==> config.mk <==
export PLATFORM = sky130hd
export DESIGN_NAME = reg_alu16
export DESIGN_NICKNAME = d
export VERILOG_FILES = /design/src/rtl/alu16_pkg.sv /design/src/rtl/alu16_addsub.sv /design/src/rtl/alu16_rotator.sv /design/src/rtl/alu16_bitwise.sv /design/src/rtl/reg_alu16.sv
export SDC_FILE = /design/constraint.sdc
export NUM_CORES = 1
export LEC_CHECK = 0
export ABC_CLOCK_PERIOD_IN_PS = 10800
export BUFFER_PORTS_ARGS = -buffer_cell sky130_fd_sc_hd__clkbuf_2
export CORE_UTILIZATION = 60
export DETAILED_ROUTE_END_ITERATION = 10
export PLACE_DENSITY = 0.79
export SLEW_MARGIN = 25
export SYNTH_ARGS = -nofsm -noshare
export SYNTH_HDL_FRONTEND = slang
export SYNTH_SLANG_ARGS = --single-unit
==> constraint.sdc <==
create_clock -name clk -period 10.8 [get_ports clk]
set_clock_uncertainty 0.2 [all_clocks]
set_input_delay 2.16 -clock clk [delete_from_list [all_inputs] [get_ports clk]]
set_output_delay 2.16 -clock clk [all_outputs]
set_load 0.01 [all_outputs]
==> src/rtl/alu16_pkg.sv <==
`timescale 1ns/1ps
// Package: shared operation codes for the registered ALU.
// Assumes a fixed 4-bit operation field; the code order is part of the
// interface seen by whatever drives op_sel.
package alu16_pkg;

    localparam int OPW = 4;

    typedef enum logic [OPW-1:0] {
        OP_ADD  = 4'd0,
        OP_INCA = 4'd1,
        OP_INCB = 4'd2,
        OP_SUB  = 4'd3,
        OP_CMP  = 4'd4,
        OP_ROTL = 4'd5,
        OP_ROTR = 4'd6,
        OP_CLRC = 4'd7,
        OP_DECA = 4'd8,
        OP_DECB = 4'd9,
        OP_MUL  = 4'd10,
        OP_CPLA = 4'd11,
        OP_AND  = 4'd12,
        OP_OR   = 4'd13,
        OP_XOR  = 4'd14,
        OP_CPLB = 4'd15
    } alu_op_e;

    typedef struct packed {
        logic c;
        logic v;
    } cv_flags_t;

endpackage

==> src/rtl/alu16_addsub.sv <==
`timescale 1ns/1ps
// Module: alu16_addsub
// One shared adder serving sum, difference, compare, increments and
// decrements. It picks the operand pair and direction from the operation code.
// Assumes the caller only uses its outputs for those seven codes.
module alu16_addsub
    import alu16_pkg::*;
#(
    parameter int DW = 8
) (
    input  logic [DW-1:0] a_i,
    input  logic [DW-1:0] b_i,
    input  alu_op_e       op_i,
    output logic [DW-1:0] sum_o,
    output cv_flags_t     cv_o
);

    localparam logic [DW-1:0] ONE = {{(DW-1){1'b0}}, 1'b1};

    logic [DW-1:0] x_opd;
    logic [DW-1:0] y_opd;
    logic [DW-1:0] y_eff;
    logic          do_sub;
    logic [DW:0]   sum_w;

    // Purpose: pick adder operands and direction for the requested operation.
    always_comb begin
        x_opd  = a_i;
        y_opd  = b_i;
        do_sub = 1'b0;
        case (op_i)
            OP_ADD:          begin x_opd = a_i; y_opd = b_i; do_sub = 1'b0; end
            OP_INCA:         begin x_opd = a_i; y_opd = ONE; do_sub = 1'b0; end
            OP_INCB:         begin x_opd = b_i; y_opd = ONE; do_sub = 1'b0; end
            OP_SUB, OP_CMP:  begin x_opd = a_i; y_opd = b_i; do_sub = 1'b1; end
            OP_DECA:         begin x_opd = a_i; y_opd = ONE; do_sub = 1'b1; end
            OP_DECB:         begin x_opd = b_i; y_opd = ONE; do_sub = 1'b1; end
            default:         begin x_opd = a_i; y_opd = b_i; do_sub = 1'b0; end
        endcase
    end

    // Purpose: single carry chain; subtraction as x + ~y + 1.
    always_comb begin
        y_eff = do_sub ? ~y_opd : y_opd;
        sum_w = {1'b0, x_opd} + {1'b0, y_eff} + {{DW{1'b0}}, do_sub};
        sum_o = sum_w[DW-1:0];
        cv_o.c = do_sub ? ~sum_w[DW] : sum_w[DW];
        cv_o.v = (x_opd[DW-1] == y_eff[DW-1]) && (sum_w[DW-1] != x_opd[DW-1]);
    end

endmodule

==> src/rtl/alu16_rotator.sv <==
`timescale 1ns/1ps
// Module: alu16_rotator
// Logarithmic barrel rotator, one stage per bit of the rotate amount.
// The parameter LEFT selects the direction. Assumes DW is a power of two,
// so the amount wraps naturally at DW positions.
module alu16_rotator #(
    parameter int DW   = 8,
    parameter bit LEFT = 1'b1,
    localparam int SHW = $clog2(DW)
) (
    input  logic [DW-1:0]  data_i,
    input  logic [SHW-1:0] amt_i,
    output logic [DW-1:0]  data_o
);

    logic [DW-1:0] stage [0:SHW];

    assign stage[0] = data_i;

    for (genvar k = 0; k < SHW; k++) begin : g_stage
        localparam int S = 1 << k;
        if (LEFT) begin : g_left
            // Purpose: rotate left by 2^k when amount bit k is set.
            assign stage[k+1] = amt_i[k] ? {stage[k][DW-1-S:0], stage[k][DW-1:DW-S]}
                                         : stage[k];
        end else begin : g_right
            // Purpose: rotate right by 2^k when amount bit k is set.
            assign stage[k+1] = amt_i[k] ? {stage[k][S-1:0], stage[k][DW-1:S]}
                                         : stage[k];
        end
    end

    assign data_o = stage[SHW];

endmodule

==> src/rtl/alu16_bitwise.sv <==
`timescale 1ns/1ps
// Module: alu16_bitwise
// Bitwise logic and complement operations plus the unsigned multiplier.
// Assumes the result is only consumed for the matching operation codes.
module alu16_bitwise
    import alu16_pkg::*;
#(
    parameter int DW = 8
) (
    input  logic [DW-1:0] a_i,
    input  logic [DW-1:0] b_i,
    input  alu_op_e       op_i,
    output logic [DW-1:0] logic_o,
    output logic [DW-1:0] prod_lo_o,
    output logic          prod_hi_nz_o
);

    logic [2*DW-1:0] product;

    // Purpose: bitwise result for the five logic codes.
    always_comb begin
        case (op_i)
            OP_CPLA: logic_o = ~a_i;
            OP_CPLB: logic_o = ~b_i;
            OP_AND:  logic_o = a_i & b_i;
            OP_OR:   logic_o = a_i | b_i;
            OP_XOR:  logic_o = a_i ^ b_i;
            default: logic_o = '0;
        endcase
    end

    // Purpose: full-width unsigned product, split into low word and high-nonzero.
    always_comb begin
        product      = {{DW{1'b0}}, a_i} * {{DW{1'b0}}, b_i};
        prod_lo_o    = product[DW-1:0];
        prod_hi_nz_o = |product[2*DW-1:DW];
    end

endmodule

==> src/rtl/reg_alu16.sv <==
`timescale 1ns/1ps
// Module: reg_alu16 (top)
// Single-stage registered ALU with sixteen operations. It combines the
// shared adder, two rotators and the bitwise/multiply unit, then registers
// the result and flags. Assumes DW is a power of two and at least 4.
// rst_n is synchronous active-low; clr is a synchronous active-high clear.
module reg_alu16
    import alu16_pkg::*;
#(
    parameter int DW = 8
) (
    input  logic          clk,
    input  logic          rst_n,
    input  logic          clr,
    input  logic [DW-1:0] op_a,
    input  logic [DW-1:0] op_b,
    input  logic [3:0]    op_sel,
    output logic [DW-1:0] res_y,
    output logic          flag_c,
    output logic          flag_v,
    output logic          flag_z
);

    localparam int SHW = $clog2(DW);

    alu_op_e       op;
    logic [DW-1:0] as_sum;
    cv_flags_t     as_cv;
    logic [DW-1:0] rot_l;
    logic [DW-1:0] rot_r;
    logic [DW-1:0] bw_y;
    logic [DW-1:0] mul_lo;
    logic          mul_hi_nz;
    logic          opd_eq;
    logic [DW-1:0] y_nxt;
    logic          c_nxt;
    logic          v_nxt;
    logic          z_nxt;

    assign op     = alu_op_e'(op_sel);
    assign opd_eq = (op_a == op_b);

    alu16_addsub #(.DW(DW)) u_addsub (
        .a_i   (op_a),
        .b_i   (op_b),
        .op_i  (op),
        .sum_o (as_sum),
        .cv_o  (as_cv)
    );

    alu16_rotator #(.DW(DW), .LEFT(1'b1)) u_rotl (
        .data_i (op_a),
        .amt_i  (op_b[SHW-1:0]),
        .data_o (rot_l)
    );

    alu16_rotator #(.DW(DW), .LEFT(1'b0)) u_rotr (
        .data_i (op_a),
        .amt_i  (op_b[SHW-1:0]),
        .data_o (rot_r)
    );

    alu16_bitwise #(.DW(DW)) u_bitwise (
        .a_i          (op_a),
        .b_i          (op_b),
        .op_i         (op),
        .logic_o      (bw_y),
        .prod_lo_o    (mul_lo),
        .prod_hi_nz_o (mul_hi_nz)
    );

    // Purpose: choose next result and carry/overflow for the decoded operation.
    always_comb begin
        y_nxt = res_y;
        c_nxt = 1'b0;
        v_nxt = 1'b0;
        case (op)
            OP_ADD, OP_INCA, OP_INCB, OP_SUB, OP_DECA, OP_DECB: begin
                y_nxt = as_sum;
                c_nxt = as_cv.c;
                v_nxt = as_cv.v;
            end
            OP_CMP: begin
                y_nxt = res_y;
                c_nxt = as_cv.c;
                v_nxt = as_cv.v;
            end
            OP_ROTL: y_nxt = rot_l;
            OP_ROTR: y_nxt = rot_r;
            OP_CLRC: y_nxt = opd_eq ? '0 : res_y;
            OP_MUL: begin
                y_nxt = mul_lo;
                c_nxt = mul_hi_nz;
            end
            OP_CPLA, OP_AND, OP_OR, OP_XOR, OP_CPLB: y_nxt = bw_y;
            default: y_nxt = res_y;
        endcase
    end

    // Purpose: zero flag reflects equality for compare, else the new result.
    always_comb begin
        z_nxt = (op == OP_CMP) ? opd_eq : (y_nxt == '0);
    end

    // Purpose: the single pipeline register; reset beats clear beats operation.
    always_ff @(posedge clk) begin
        if (!rst_n || clr) begin
            res_y  <= '0;
            flag_c <= 1'b0;
            flag_v <= 1'b0;
            flag_z <= 1'b0;
        end else begin
            res_y  <= y_nxt;
            flag_c <= c_nxt;
            flag_v <= v_nxt;
            flag_z <= z_nxt;
        end
    end

endmodule

**Word level (Yosys, flattened, before mapping)**

Index checks and enable logic that the tools add are counted.

- Flip-flop bits (word level): 11
- Bits of input ports: 23
- Output and inout bits: 11
- Word-level logic and storage cells: 62

- $add $sub $neg: 2
- $mul: 1
- Equal/unequal tests: 18
- Multiplexer cells: 16
- Bitwise gates (word level): 8
- Reduce and logical (&&, ||, !) cells: 13

Operator list:

| kind | number |
|---|---|
| 8-bit two-way mux | 10 |
| 8-bit case mux with 7 select lines | 1 |
| 8-bit case mux with 5 select lines | 1 |
| 4-bit equality test, second input constant | 8 |
| 8-bit NOT | 3 |
| 4-bit by 3-bit equality test with 1-bit output, second input constant | 4 |
| 8-bit by 8-bit multiplier with 16-bit output | 1 |
| 8-bit by 8-bit adder with 9-bit output | 1 |
| 9-bit by 1-bit adder with 9-bit output | 1 |
| 8-bit bitwise AND | 1 |
| 4-bit by 2-bit equality test with 1-bit output, second input constant | 2 |
| 8-bit equality test | 1 |
| 8-bit zero test | 1 |
| 8-bit OR | 1 |
| 4-bit OR reduction | 2 |
| 8-bit OR reduction | 1 |
| 8-bit bitwise XOR | 1 |
| 7-bit OR reduction | 1 |
| 6-bit OR reduction | 1 |
| 5-bit OR reduction | 1 |
| 4-bit by 1-bit equality test with 1-bit output, second input constant | 1 |
| 4-bit zero test | 1 |
| 2-bit OR reduction | 2 |
| 1-bit two-way mux | 3 |
| 7 further kinds | 8 |

**Logic depth before layout (Yosys ltp)**

- Depth in word-level cells: 10
- Mapped depth: 21
- Mapped depth without buffers: 19

**Hierarchy**

Synthesis repeated with hierarchy kept, for this count alone.

- Cell total of the unflattened synthesis: 642
- Area, all modules: 5305.1 µm²

Modules (own cells, without submodules):

| module | times used | cells each | area an instance (µm²) | sequential area each (µm²) |
|---|---|---|---|---|
| alu16_bitwise | 1 | 315 | 2509.9 | 0.0 |
| reg_alu16 | 1 | 152 | 1176.1 | 220.2 |
| alu16_addsub | 1 | 137 | 965.9 | 0.0 |
| alu16_rotator | 2 | 19 | 326.6 | 0.0 |

**Least setup slack after synthesis**

OpenSTA, ideal clock, no wires.

- Path type: input to register
- Start point: input port op_b[2]
- End point: register flag_c
- Setup time: 129 ps
- Data arrival time: 6286 ps
- Required time: 10471 ps
- Path slack: 4185 ps
- Stages: 18
- Buffers on the path: 2
- Path through: clkbuf_1 clkbuf_1 nand2_1 fa_1 inv_1 fa_1 fa_1 inv_1 fa_1 inv_1 ha_1 a41oi_1 and3_1 xnor2_1 or4_1 nor3_1 and4_1 o22ai_1

- Longest elaborated chain between the ends: 8
- Elaborated cells on any way between the ends: 11
- Those cells by class: 2 x add/sub; 1 x mul; 5 x mux; 2 x bitwise; 1 x reduce/logical

Ends and longest elaborated chain:

| element | RTL line | text |
|---|---|---|
| start: declaration | reg_alu16.sv:16 | `input logic [DW-1:0] op_b,` |
| 8-bit two-way mux | alu16_addsub.sv:31 | `case (op_i)` |
| 8-bit NOT | alu16_addsub.sv:44 | `y_eff = do_sub ? ~y_opd : y_opd;` |
| 8-bit two-way mux | alu16_addsub.sv:44 |  |
| 8-bit by 8-bit adder with 9-bit output | alu16_addsub.sv:45 | `sum_w = {1'b0, x_opd} + {1'b0, y_eff} + {{DW{1'b0}}, do_sub};` |
| 9-bit by 1-bit adder with 9-bit output | alu16_addsub.sv:45 |  |
| 1-bit NOT | alu16_addsub.sv:47 | `cv_o.c = do_sub ? ~sum_w[DW] : sum_w[DW];` |
| 1-bit two-way mux | alu16_addsub.sv:47 |  |
| 1-bit case mux with 2 select lines * | reg_alu16.sv:77 | `case (op)` |
| end signal: assignment | reg_alu16.sv:114 | `flag_c <= c_nxt;` |
| end: declaration | reg_alu16.sv:19 | `output logic flag_c,` |

Mark *: on every way between the ends. The rest lies on a longest branch, timed or not.
A chain may end at the register's enable or synchronous reset.

**Worst setup path in the final report**

Ends and elaborated chain as after synthesis.

==> impl_metrics.toml <==
[outcome]
run_status = "completed"

[grt]
grt_pass1_wl_um = 24060
grt.busiest_layer = "met2"
globalRouteTotalUtil_pct = 37.72
use_met3_pct = 5.584
grt_max_degree = 36
grt_overflow = 0
grt_use_met1_pct = 51.46
grtUsageMet2_pct = 63.14
grt_pass1_vias = 4596
antenna_found_initial = 0

[layout]
most-common-layout-cells = "81 x nand2_1, 78 x inv_1, 71 x nor2_1, 59 x ha_1, 50 x o21ai_0"
mostFrequentLayoutCell = "nand2_1"
fin_nets = 763
drive_above_1_share_pct = 8.087
fin_cells = 742
n_antenna_cell = 0
area_growth_pct = 3.729
final_area_um2 = 4803

[placement]
hpwlAfterDp_um = 11720
placed_area_um2 = 4758
dpl.cell_count = 738
port_buffers = 33
place_congestion = 1.031

[pwr]
power.internal_uw = 243.8
switchingPower_uw = 285.7
seqPwrFrac_pct = 8.5
ir_drop_v = 0.0001139
p_leak_nw = 2.275
cellPowerDensity_nw_per_um2 = 110.2
finalPower_uw = 529.5
swShare_pct = 53.96
power_frac_clock_pct = 8.5
comb_power_share_pct = 83.0

[detailed_routing]
first_iter_violations = 665
routed-via-count = 4801
vias_per_cell = 6.470
routed_wirelength_um = 14910
wl_per_cell_um = 20.09
drc = 0
drtPass1Iterations = 5
ant_nets = 0

[synthesis]
synth_cells = 642
yosys_warnings = 0
ys_seq_elements = 11
synth-edff-count = 0
async_reset_ff_share_pct = 0
yosysUniqueCellTypes = 65
netlist_area_um2 = 4631
avgSynthCellArea_um2 = 7.213
seq_area_frac_synth_pct = 4.755
syn-num-nets = 761
synth-main-ff-cell = "dfxtp_1"

[clock_network]
clock_latency_ns = 0.25
post_cts_buffers = 0
ctsResizeCount = 0
cts_tree = "built"
cts_buffers = 3
htreeDepth = 1
clockBufferDepth = 2
cts_hold_buf = 0
clk_pin_slew_ns = 0.06
clockRootBuffer = "clkbuf_8"
clock_sinks = 11

[timing]
timing.fmax_mhz = 140.9
whs_ns = 0.4402
worst-slew-pin-transition_ns = 0.9769
finalMaxSlewViolations = 0
min_period_over_period_pct = 65.71
finalSetupTns_ns = 0
rsz0062_at_grt = "no"
setup_viol = 0
period_needed_ns = 7.097
final_hold_viol_count = 0
relSlewSlack_pct = 33.98

[worst_hold_path]
hp-class = "reg2reg"
min_from = "res_y[4]"

[floorplan]
core_um2 = 7370
die_area_um2 = 8073
die_x_um = 89.85
initial_core_util_pct = 62.84
chipHeight_um = 89.85
ios = 34
num_rows = 31

[worst_setup_path]
reg2reg_setup_slack_ns = 8.53
cp_max_fo = 23
cp-end-kind = "register"
max_stage_delay_ns = 0.54
arrival_ns = 7.02
path_cells = "clkbuf_2 -> inv_1 -> nor2_1 -> fa_1 -> inv_1 -> fa_1 -> inv_1 -> fa_1 -> inv_1 -> fa_1 -> inv_1 -> ha_1 -> o21ai_0 -> a21oi_1 -> o31a_1 -> o21a_1 -> o41ai_1 -> and4_1 -> o22ai_1"
cp.required_ns = 10.72
crit_path_start_kind = "input pin"
crit_slowest_cell = "fa_1"
critPathMostFrequentCell = "inv_1"
crit_type = "in2reg"
crit_start = "op_b[2]"
rr_startpoint = "res_y[6]"

[flow_run]
drv_cap = 0
power groups by stage:
stage	combinational [mW]	sequential (mW)	clock, mW
6_report	0.439	0.0452	0.0451
5_1_grt	0.486	0.0454	0.0452
4_1_cts	0.432	0.0451	0.0430
3_5_place_dp	0.427	0.0460	0
3_3_place_gp	0.406	0.0459	0
2_1_floorplan	0.323	0.0469	0
path summary, 6_finish.rpt:
check / to / cells after the start
setup / recovery: flag_c / 19
hold / removal: res_y[4] / 3
setup reg to reg: flag_z / 7
hold reg to reg: res_y[4] / 3
metrics by stage:
stage               util (%)  worst slack [ns]
floorplan                  -             4.185
global route           65.18             3.528
detailed placement     64.57             3.523
CTS                    65.18             3.771
global placement       64.57             3.685
finish                 65.18             3.703
layout make-up:
type / count / area (µm²)
multi-input cells: 514 / 3945
fillers: 682 / 2566
inverters: 81 / 304.0
flip-flops and latches: 11 / 220.2
repair buffers: 33 / 165.2
well taps: 99 / 123.9
clock buffers: 4 / 45.04
cell usage after synthesis (10+ instances only):
| cell type | n | area share [%] |
|---|---|---|
| a21oi_1 | 36 | 3.9 |
| buf_2 | 12 | 1.3 |
| clkbuf_1 | 21 | 1.7 |
| dfxtp_1 | 11 | 4.8 |
| fa_1 | 37 | 16 |
| ha_1 | 59 | 16 |
| inv_1 | 78 | 6.3 |
| mux2i_1 | 18 | 3.9 |
| nand2_1 | 81 | 6.6 |
| nand2b_1 | 11 | 1.5 |
| nor2_1 | 71 | 5.8 |
| nor3_1 | 13 | 1.4 |
| o21ai_0 | 50 | 5.4 |
| o22ai_1 | 10 | 1.4 |
per-layer routing:
| metal | up-vias | share of wire (%) |
|---|---|---|
| li1 | 2215 | - |
| met1 | 2286 | 42 |
| met2 | 274 | 47 |
| met3 | 26 | 9.7 |
| met4 | 0 | 1.9 |
| met5 | - | 0 |
state kept, by name (all words and copies together), names as in the netlist:
register / flops
flag_v: 1
flag_z: 1
flag_c: 1
res_y: 8
cells by family (layout without fill, tap and decap cells):
| logic type | count (synthesis) | in the layout | synth area share, % |
|---|---|---|---|
| muxes | 28 | 28 | 6.809 |
| buffers and inverters | 117 | 118 | 10.05 |
| AOI/OAI and AO/OA | 163 | 163 | 22.78 |
| xor gates and xnor gates | 10 | 10 | 1.892 |
| DFF | 11 | 11 | 4.755 |
| adders and majority gates | 96 | 96 | 31.94 |
| and+or+nand+nor | 217 | 217 | 21.78 |
worst max-delay path: cells and delay by family:
kind                     cells  cell delay, ns
adder cells (fa/ha/maj)      5            2.37
AO/OA/AOI/OAI                6            1.18
AND/OR/NAND/NOR              2            0.41
buffers and inverters        6            0.90
No activity file was read; power rests on OpenSTA's default activity.
